<file path="config.mk">
export PLATFORM = sky130hd
export DESIGN_NAME = ppsplit_top
export DESIGN_NICKNAME = d
export VERILOG_FILES = /design/src/rtl/ppsplit_pkg.sv /design/src/rtl/ppsplit_range.sv /design/src/rtl/ppsplit_chunk.sv /design/src/rtl/ppsplit_track.sv /design/src/rtl/ppsplit_top.sv
export SDC_FILE = /design/constraint.sdc
export NUM_CORES = 1
export LEC_CHECK = 0
export ABC_AREA = 1
export BUFFER_PORTS_ARGS = -buffer_cell sky130_fd_sc_hd__clkbuf_2
export CORE_MARGIN = 3
export CORE_UTILIZATION = 30
export CTS_BUF_LIST = sky130_fd_sc_hd__clkbuf_4 sky130_fd_sc_hd__clkbuf_8
export DETAILED_ROUTE_END_ITERATION = 6
export PLACE_DENSITY = 0.58
export SYNTH_ARGS = -nofsm -noshare
export SYNTH_HDL_FRONTEND = slang
export SYNTH_SLANG_ARGS = --single-unit
</file>
<file path="constraint.sdc">
create_clock -name clk -period 2.27 [get_ports clk]
set_input_delay 0.454 -clock clk [delete_from_list [all_inputs] [get_ports clk]]
set_output_delay 0.454 -clock clk [all_outputs]
set_load 0.005 [all_outputs]
</file>
<file path="src/rtl/ppsplit_pkg.sv">
package ppsplit_pkg;

    localparam int FLASH_ADDR_W = 24;
    localparam int WIP_BIT      = 0;

    localparam logic [7:0] OP_PROG  = 8'h02;
    localparam logic [7:0] OP_RDSR  = 8'h05;
    localparam logic [7:0] OP_WREN  = 8'h06;
    localparam logic [7:0] DUMMY_TX = 8'h00;

    typedef enum logic [3:0] {
        ST_IDLE,
        ST_POLL_OP,
        ST_POLL_DUMMY,
        ST_POLL_END,
        ST_WREN,
        ST_WREN_END,
        ST_HDR,
        ST_DATA,
        ST_PROG_END,
        ST_FINISH
    } ppsplit_state_e;

endpackage

</file>
<file path="src/rtl/ppsplit_range.sv">
// Decides whether a request would run past the end of the device.
module ppsplit_range #(
    parameter int ADDR_W    = 24,
    parameter int LEN_W     = 16,
    parameter int DEV_BYTES = 1 << 20
) (
    input  logic [ADDR_W-1:0] start_addr,
    input  logic [LEN_W-1:0]  req_len,
    output logic              too_far
);
    localparam int SUM_W = ((ADDR_W > LEN_W) ? ADDR_W : LEN_W) + 1;

    logic [SUM_W-1:0] end_addr;

    always_comb begin
        end_addr = SUM_W'(start_addr) + SUM_W'(req_len);
        too_far  = (end_addr > SUM_W'(DEV_BYTES));
    end
endmodule

</file>
<file path="src/rtl/ppsplit_chunk.sv">
// Size of the next program chunk: limited by the page room and the bytes left.
module ppsplit_chunk #(
    parameter int ADDR_W     = 24,
    parameter int LEN_W      = 16,
    parameter int PAGE_BYTES = 256
) (
    input  logic [ADDR_W-1:0]               cur_addr,
    input  logic [LEN_W-1:0]                remain,
    output logic [$clog2(PAGE_BYTES):0]     chunk_len
);
    localparam int PG_W = $clog2(PAGE_BYTES);

    logic [PG_W-1:0] offset;
    logic [PG_W:0]   room;

    always_comb begin
        offset = cur_addr[PG_W-1:0];
        room   = (PG_W+1)'(PAGE_BYTES) - {1'b0, offset};
        if (remain < LEN_W'(room)) begin
            chunk_len = remain[PG_W:0];
        end else begin
            chunk_len = room;
        end
    end
endmodule

</file>
<file path="src/rtl/ppsplit_track.sv">
// Address, remaining, chunk and header counters of the splitter.
module ppsplit_track #(
    parameter int ADDR_W     = 24,
    parameter int LEN_W      = 16,
    parameter int PAGE_BYTES = 256
) (
    input  logic                        clk,
    input  logic                        rst_n,
    input  logic                        load,
    input  logic [ADDR_W-1:0]           load_addr,
    input  logic [LEN_W-1:0]            load_len,
    input  logic                        chunk_load,
    input  logic [$clog2(PAGE_BYTES):0] chunk_len,
    input  logic                        hdr_adv,
    input  logic                        data_take,
    output logic [ADDR_W-1:0]           cur_addr,
    output logic [LEN_W-1:0]            remain,
    output logic [$clog2(PAGE_BYTES):0] chunk_left,
    output logic [1:0]                  hdr_idx,
    output logic [LEN_W-1:0]            written
);
    always_ff @(posedge clk) begin
        if (!rst_n) begin
            cur_addr   <= '0;
            remain     <= '0;
            chunk_left <= '0;
            hdr_idx    <= '0;
            written    <= '0;
        end else begin
            if (load) begin
                cur_addr <= load_addr;
                remain   <= load_len;
                written  <= '0;
            end else if (data_take) begin
                cur_addr <= cur_addr + ADDR_W'(1);
                remain   <= remain - LEN_W'(1);
                written  <= written + LEN_W'(1);
            end

            if (chunk_load) begin
                chunk_left <= chunk_len;
                hdr_idx    <= '0;
            end else begin
                if (data_take) begin
                    chunk_left <= chunk_left - 1'b1;
                end
                if (hdr_adv) begin
                    hdr_idx <= hdr_idx + 2'd1;
                end
            end
        end
    end
endmodule

</file>
<file path="src/rtl/ppsplit_top.sv">
module ppsplit_top
    import ppsplit_pkg::*;
#(
    parameter int LEN_W      = 16,
    parameter int PAGE_BYTES = 256,
    parameter int DEV_BYTES  = 1 << 20
) (
    input  logic                    clk,
    input  logic                    rst_n,
    input  logic                    req_valid,
    output logic                    req_ready,
    input  logic [FLASH_ADDR_W-1:0] req_addr,
    input  logic [LEN_W-1:0]        req_len,
    input  logic                    din_valid,
    output logic                    din_ready,
    input  logic [7:0]              din_data,
    output logic                    byte_valid,
    input  logic                    byte_ready,
    output logic [7:0]              byte_data,
    output logic                    byte_last,
    input  logic                    rx_valid,
    input  logic [7:0]              rx_data,
    output logic                    done,
    output logic                    done_err,
    output logic [LEN_W-1:0]        done_count
);
    localparam int PG_W = $clog2(PAGE_BYTES);

    ppsplit_state_e state, state_nx;

    logic                    err_q;
    logic                    too_far;
    logic [PG_W:0]           chunk_len;
    logic [FLASH_ADDR_W-1:0] cur_addr;
    logic [LEN_W-1:0]        remain;
    logic [PG_W:0]           chunk_left;
    logic [1:0]              hdr_idx;
    logic [LEN_W-1:0]        written;

    logic accept;
    logic chunk_load;
    logic hdr_adv;
    logic data_take;

    ppsplit_range #(
        .ADDR_W    (FLASH_ADDR_W),
        .LEN_W     (LEN_W),
        .DEV_BYTES (DEV_BYTES)
    ) u_range (
        .start_addr (req_addr),
        .req_len    (req_len),
        .too_far    (too_far)
    );

    ppsplit_chunk #(
        .ADDR_W     (FLASH_ADDR_W),
        .LEN_W      (LEN_W),
        .PAGE_BYTES (PAGE_BYTES)
    ) u_chunk (
        .cur_addr  (cur_addr),
        .remain    (remain),
        .chunk_len (chunk_len)
    );

    ppsplit_track #(
        .ADDR_W     (FLASH_ADDR_W),
        .LEN_W      (LEN_W),
        .PAGE_BYTES (PAGE_BYTES)
    ) u_track (
        .clk        (clk),
        .rst_n      (rst_n),
        .load       (accept),
        .load_addr  (req_addr),
        .load_len   (req_len),
        .chunk_load (chunk_load),
        .chunk_len  (chunk_len),
        .hdr_adv    (hdr_adv),
        .data_take  (data_take),
        .cur_addr   (cur_addr),
        .remain     (remain),
        .chunk_left (chunk_left),
        .hdr_idx    (hdr_idx),
        .written    (written)
    );

    // State register and error flag.
    always_ff @(posedge clk) begin
        if (!rst_n) begin
            state <= ST_IDLE;
            err_q <= 1'b0;
        end else begin
            state <= state_nx;
            if (accept) begin
                err_q <= (req_len != '0) && too_far;
            end
        end
    end

    // Next-state logic.
    always_comb begin
        state_nx   = state;
        accept     = 1'b0;
        chunk_load = 1'b0;
        hdr_adv    = 1'b0;
        data_take  = 1'b0;
        unique case (state)
            ST_IDLE: begin
                if (req_valid) begin
                    accept = 1'b1;
                    if (req_len == '0 || too_far) begin
                        state_nx = ST_FINISH;
                    end else begin
                        state_nx = ST_POLL_OP;
                    end
                end
            end
            ST_POLL_OP: begin
                if (byte_ready) state_nx = ST_POLL_DUMMY;
            end
            ST_POLL_DUMMY: begin
                if (byte_ready) state_nx = ST_POLL_END;
            end
            ST_POLL_END: begin
                if (rx_valid) begin
                    state_nx = rx_data[WIP_BIT] ? ST_POLL_OP : ST_WREN;
                end
            end
            ST_WREN: begin
                if (byte_ready) state_nx = ST_WREN_END;
            end
            ST_WREN_END: begin
                if (rx_valid) begin
                    chunk_load = 1'b1;
                    state_nx   = ST_HDR;
                end
            end
            ST_HDR: begin
                if (byte_ready) begin
                    hdr_adv = 1'b1;
                    if (hdr_idx == 2'd3) state_nx = ST_DATA;
                end
            end
            ST_DATA: begin
                if (din_valid && byte_ready) begin
                    data_take = 1'b1;
                    if (chunk_left == (PG_W+1)'(1)) state_nx = ST_PROG_END;
                end
            end
            ST_PROG_END: begin
                if (rx_valid) begin
                    state_nx = (remain == '0) ? ST_FINISH : ST_POLL_OP;
                end
            end
            ST_FINISH: begin
                state_nx = ST_IDLE;
            end
            default: state_nx = ST_IDLE;
        endcase
    end

    // Output logic.
    always_comb begin
        req_ready  = 1'b0;
        din_ready  = 1'b0;
        byte_valid = 1'b0;
        byte_data  = 8'h00;
        byte_last  = 1'b0;
        done       = 1'b0;
        done_err   = err_q;
        done_count = written;
        unique case (state)
            ST_IDLE: req_ready = 1'b1;
            ST_POLL_OP: begin
                byte_valid = 1'b1;
                byte_data  = OP_RDSR;
            end
            ST_POLL_DUMMY: begin
                byte_valid = 1'b1;
                byte_data  = DUMMY_TX;
                byte_last  = 1'b1;
            end
            ST_WREN: begin
                byte_valid = 1'b1;
                byte_data  = OP_WREN;
                byte_last  = 1'b1;
            end
            ST_HDR: begin
                byte_valid = 1'b1;
                unique case (hdr_idx)
                    2'd0: byte_data = OP_PROG;
                    2'd1: byte_data = cur_addr[23:16];
                    2'd2: byte_data = cur_addr[15:8];
                    2'd3: byte_data = cur_addr[7:0];
                    default: byte_data = OP_PROG;
                endcase
            end
            ST_DATA: begin
                byte_valid = din_valid;
                byte_data  = din_data;
                byte_last  = (chunk_left == (PG_W+1)'(1));
                din_ready  = byte_ready;
            end
            ST_FINISH: done = 1'b1;
            ST_POLL_END, ST_WREN_END, ST_PROG_END: begin
            end
            default: begin
            end
        endcase
    end
endmodule

</file>
==> results of run 1 <==
-- where the power goes --
group	internal (uW)	switching, uW
logic	1670	1990
registers	1470	275
clock network	643	534
total	3780	2800
-- cells by family (layout without fill, tap and decap cells) --
family,after synthesis,in the layout,synth area share
buf+inv,185,401,0.1125
simple gates,514,515,0.3605
flops,72,72,0.2336
xor+xnor,43,43,0.06103
compound gates,173,173,0.1602
fa+ha+maj,35,35,0.07218
-- registers in the layout, summed over array words and instances (netlist names) --
name	count
u_track.cur_addr	24
u_track.remain	16
u_track.written	16
u_track.chunk_left	9
state	4
u_track.hdr_idx	2
done_err	1
-- worst min path at each step --
stage | from | to | slack [ns] | depth (start not counted)
floorplan | done_err | done_err | 0.45 | 2
global placement | u_track.written[7] | u_track.written[7] | 0.49 | 2
detailed placement | u_track.written[7] | u_track.written[7] | 0.49 | 2
CTS | req_addr[23] | u_track.cur_addr[23] | 0.35 | 3
global route | req_addr[0] | u_track.cur_addr[0] | 0.36 | 3
finish | req_addr[0] | u_track.cur_addr[0] | 0.37 | 3
-- stage by stage --
step           total power (uW)  worst slack [ns]  area [sq um]
4_1_cts                    6105           -0.1325          8157
6_report                   6581           -0.1747          8697
2_1_floorplan              3504         -0.004905          6230
3_3_place_gp               4702           -0.4618          7814
3_5_place_dp               4716           -0.4848          7814
5_1_grt                    7047           -0.3594          8697
-- worst min-delay path, cell delays in order --
cell     delay, ns
buf_8         0.10
nand2_1       0.06
a31oi_1       0.07
-- metal layers --
metal / GRT usage / wire, um / vias to the layer above
met3: 0.02180 / 792 / 31
met4: 0.06911 / 611 / 0
met1: 0.2383 / 9671 / 3220
met5: 0 / 0 / -
met2: 0.3097 / 10050 / 163
li1: - / - / 3746
-- repair_timing --
item | 4_1_cts | 5_1_grt
gates cloned | 1 | 1
resized for setup | 29 | 119
buffers inserted | 6 | 11
pin swaps | 11 | 55
endpoints found under the setup margin | 20 | 48
-- area by class of cell --
type,instances,area [sq um]
inverter,162,625.6
clock inverter,5,81.33
timing repair buffer,223,1515
timing repair inverter,1,7.507
multi-input combinational,766,4537
clock buffer,10,137.6
tap,265,331.6
sequential,72,1461
fill,2099,11150
-- cells in the mapped netlist (all sizes together), types with 23 or more instances --
master | number | area (sq um)
inv | 161 | 604.3
ha | 34 | 425.4
xor2 | 33 | 289.0
nand2 | 300 | 1131
a31oi | 27 | 168.9
dfxtp | 72 | 1441
nor3 | 31 | 206.5
nand3 | 62 | 310.3
clkbuf | 23 | 86.33
o21ai | 56 | 280.3
a21oi | 58 | 290.3
nor2 | 86 | 339.1
==> reports/qor.yml, run 1 <==
antenna_found_initial: 0
tns_ns: -1.401
n_antenna_cell: 0
place_inst: 1470
critPathKind: "reg2reg"
numCtsBuffers: 9
syn_nets: 1119
io_pins: 92
cp.depth: 18
start_util: 0.3110
final_cell_mix: "278 x nand2_1, 149 x inv_1, 132 x buf_4"
slew_viol_final: 0
vias_per_cell: 4.761
final_util: 0.4382
fin_ws_ns: -0.1747
htree_levels: 3
grt_start_max_net_pins: 33
cp_slowest_cell: "dfxtp_2"
drive_gt1_frac: 0.2970
slew_headroom: 0.7088
drc: 0
crit_path_cell_trace: "inv_4, nand3_4, nor2_4, nand2_2, nor2_4, xor2_2, ha_1, nand2_2, inv_2, nand3_2, a21oi_2, o21ai_2, buf_6, nand2_4, a21oi_2, a22oi_1, o21bai_1, inv_1"
grt_pass1_vias: 6679
fin_cells: 1504
status: "finished with violations"
seq_area_frac_synth: 0.2336
cp-start-kind: "flop"
die_w_um: 149.4
ant_nets: 0
r2r_end: "u_track.chunk_left[2]"
cp_top_family: "compound AO/OA/AOI/OAI gates"
syn2layout_area_growth_pct: 40.94
gp_congestion: 0.8712
final.setup_skew_ns: 0.009554
synthArstFlopShare: 0
synthFlopType: "dfxtp_1"
r2r_setup_slack_ns: -0.17
gr-total-overflow: 0
syn_inst: 1022
syn-mean-instance-area_sq_um: 6.038
ir_drop_mv: 0.3536
finalNetCount: 1332
finalHoldViolCount: 0
worst-path-buf-inv: 4
hold_path_class: "in2reg"
rsz0062_at_grt: "true"
drv_cap: 0
timing.hold.ws_ns: 0.3662
cpPeakStageDelay_ns: 0.34
leakagePower_uw: 0.004095
ys_warn_count: 0
synth_edf_count: 0
syn_area_sq_mm: 0.006171
ys_types: 40
dp_hpwl_mm: 16.67
critPathCaptureType: "flop"
first_pass_iters: 5
r2r-start: "u_track.cur_addr[1]"
cts_tree: "done"
violations: "negative setup slack"
gr-usage-all-layers: 0.1827
port_buffers: 84
setup_viol: 11
clk_pin_slew_worst_paths_ns: 0.08
post-route-period-util: 1.077
wirelength_mm: 21.13
die_area_sq_mm: 0.02233
vias: 7160
required_ns: 2.54
clock_path_buffers: 2
crit_path_end: "u_track.chunk_left[2]"
die_h_um: 149.4
drt-initial-drc-count: 347
fmax_mhz: 409.0
worstPathArrival_ns: 2.71
finalCriticalPeriod_ns: 2.445
clock-sinks: 72
cts_hold_buffers: 0
layout_commonest_cell: "nand2_1"
ys_seq_elements: 72
grt_pass1_wl_mm: 32.87
cts_root_buf: "clkbuf_8"
clkLatencyLatePin_ns: 0.38
tightest_slew_ns: 0.4329
post_drt_wl_per_cell_um: 14.05
floorplan.rows: 51
design.core.area_sq_mm: 0.01985
startpoint: "u_track.cur_addr[1]"
p_per_area_mw_per_mm2: 756.7
path_max_fanout: 6
reg2reg_depth: 18
Note: power is estimated with default switching activity, not from simulation.
==> run 2, diff against run 1 <==
Settings changed: SKIP_CTS_REPAIR_TIMING from default to 1, TNS_END_PERCENT from default to 10.
Clock period 2.27 ns to 2.2 ns, I/O delays scaled along.
==> run 2 against run 1 <==
  * The run still ends with negative setup slack left
  * Design area decreased by 2.8%
  * Critical endpoint unchanged
  * Non-clock buffer count increased by 8
  * Sequential power about the same
  * Largest cell class unchanged
  * Global-route usage about the same
  * Critical path type unchanged
==> reports/qor.yml, run 2 (same netlist as run 1, synthesis figures left out) <==
fmax_mhz: 407.4  # -0.41%
required_ns: 2.47  # -0.07 ns
tns_ns: -1.913  # -0.5112 ns
clock-sinks: 72  # unchanged
worstPathArrival_ns: 2.73  # +0.02 ns
floorplan.rows: 51  # unchanged
cp_top_family: "compound AO/OA/AOI/OAI gates"
reg2reg_depth: 16  # -2
die_h_um: 149.4  # unchanged
cts_root_buf: "clkbuf_8"
drt-initial-drc-count: 444  # +28%
slew_headroom: 0.6881  # -0.02064
tightest_slew_ns: 0.4678  # +0.03495 ns
r2r_setup_slack_ns: -0.25  # -0.08 ns
r2r-start: "u_track.cur_addr[0]"
gr-usage-all-layers: 0.1827  # about the same
drive_gt1_frac: 0.2662  # -0.03077
ant_nets: 0  # unchanged
top_regs: "u_track.cur_addr (24), u_track.remain (16), u_track.written (16)"
final.setup_skew_ns: 0.01025  # +0.0006919 ns
hold_path_class: "in2reg"
wirelength_mm: 20.71  # -1.9%
path_max_fanout: 6  # unchanged
ir_drop_mv: 0.2995  # -15%
regMostFlops: "u_track.cur_addr"
drv_cap: 0  # unchanged
leakagePower_uw: 0.004045  # -1.2%
final_cell_mix: "293 x nand2_1, 151 x inv_1, 146 x buf_4"
first_pass_iters: 5  # unchanged
violations: "negative setup slack"
critPathKind: "reg2reg"
start_util: 0.3110  # unchanged
syn2layout_area_growth_pct: 37.04
critPathCaptureType: "flop"
status: "finished with violations"
finalHoldViolCount: 0  # unchanged
post-route-period-util: 1.116  # +0.03884
finalCriticalPeriod_ns: 2.455  # +0.01005 ns
largest_reg_flops: 24  # unchanged
slew_viol_final: 0  # unchanged
fin_ws_ns: -0.2548  # -0.08005 ns
design.core.area_sq_mm: 0.01985  # unchanged
gp_congestion: 0.9563  # +9.8%
io_pins: 92  # unchanged
gr-total-overflow: 0  # unchanged
htree_levels: 3  # unchanged
pre_cts_slack_ns: -0.5514  # -0.06659 ns
n_antenna_cell: 0  # unchanged
antenna_found_initial: 0  # unchanged
grt_pass1_vias: 6731  # +0.78%
cpPeakStageDelay_ns: 0.34  # about the same
die_area_sq_mm: 0.02233  # unchanged
vias: 7212  # +0.73%
hold_end: "u_track.cur_addr[0]"
port_buffers: 84  # unchanged
cp-start-kind: "flop"
clock_path_buffers: 2  # unchanged
cp_slowest_cell: "dfxtp_2"
whs_path_depth: 3  # unchanged
r2r_end: "u_track.chunk_left[2]"
cp_common_cell: "nand2_2"
vias_per_cell: 4.770  # +0.19%
finalNetCount: 1339  # +0.53%
clk_pin_slew_worst_paths_ns: 0.09  # about the same
layout_commonest_cell: "nand2_1"
worst-path-buf-inv: 3  # -1
crit_path_cell_trace: "inv_4, nand3_4, nor2_4, nand2_2, nor2_2, xor2_1, ha_1, a21oi_1, o21ai_1, o21ai_2, nand2_2, buf_6, a21oi_2, a22oi_2, o21bai_1, inv_1"
dp_hpwl_mm: 16.91  # +1.5%
clkLatencyLatePin_ns: 0.37  # about the same
hold_start: "req_addr[0]"
rsz0062_at_grt: "true"
numCtsBuffers: 9  # unchanged
grt_pass1_wl_mm: 32.58  # -0.88%
setup_viol: 14  # +3
post_drt_wl_per_cell_um: 13.70  # -2.5%
drc: 0  # unchanged
die_w_um: 149.4  # unchanged
grt_start_max_net_pins: 37  # +12%
cts_tree: "done"
p_per_area_mw_per_mm2: 795.3  # +5.1%
## run 2: worst max path at each step
stage                        start  cells past startpoint  slack (ns)                     to
3_5_place_dp           req_addr[0]                     21       -0.55               state[3]
6_report       u_track.cur_addr[0]                     16       -0.25  u_track.chunk_left[2]
4_1_cts        u_track.cur_addr[0]                     16       -0.45  u_track.chunk_left[0]
3_3_place_gp           req_addr[4]                     19       -0.54               state[3]
5_1_grt        u_track.cur_addr[0]                     16       -0.44  u_track.chunk_left[2]
2_1_floorplan  u_track.cur_addr[0]                     17       -0.07  u_track.chunk_left[6]
## run 2: worst register-to-register path, cell delays in order (launching register included)
cell and delay, ns:
dfxtp_2 0.34, inv_4 0.09, nand3_4 0.08, nor2_4 0.10, nand2_2 0.07, nor2_2 0.10, xor2_1 0.21, ha_1 0.29
a21oi_1 0.14, o21ai_1 0.09, o21ai_2 0.17, nand2_2 0.13, buf_6 0.15, a21oi_2 0.13, a22oi_2 0.06, o21bai_1 0.16
inv_1 0.05
## run 2: layout make-up
class / count / area, sq um
Sequential cell: 72 / 1450
Fill cell: 2087 / 11390
Inverter: 162 / 615.6
Multi-Input combinational cell: 766 / 4290
Clock inverter: 7 / 117.6
Timing Repair Buffer: 231 / 1528
Clock buffer: 9 / 123.9
Tap cell: 265 / 331.6
## run 2: power breakdown
group / leakage, uW / switching [uW] / total, uW / internal, uW
registers: 0.000589 / 244 / 1760 / 1510
logic: 0.00333 / 1980 / 3640 / 1670
clock network: 0.000124 / 566 / 1320 / 757
total: 0.00405 / 2790 / 6730 / 3940
## run 2: metrics by stage
step,cells,power [uW],instance area (sq um),hold WS (ns),util
floorplan,1022,3613,6227,0.4517,-
global placement,1491,5021,7956,0.4453,0.4009
detailed placement,1491,5045,7956,0.4661,0.4009
CTS,1507,6388,8198,0.3480,0.4131
global route,1512,7258,8457,0.3567,0.4261
finish,1512,6726,8457,0.3623,0.4261
## run 2: metal layers
layer  track usage  vias up  part of all wire
met2        0.3197      161              0.48
met4       0.07414        0             0.034
met3       0.02392       35             0.034
met5             0        -                 0
met1        0.2265     3253              0.45
li1              -     3763                 -
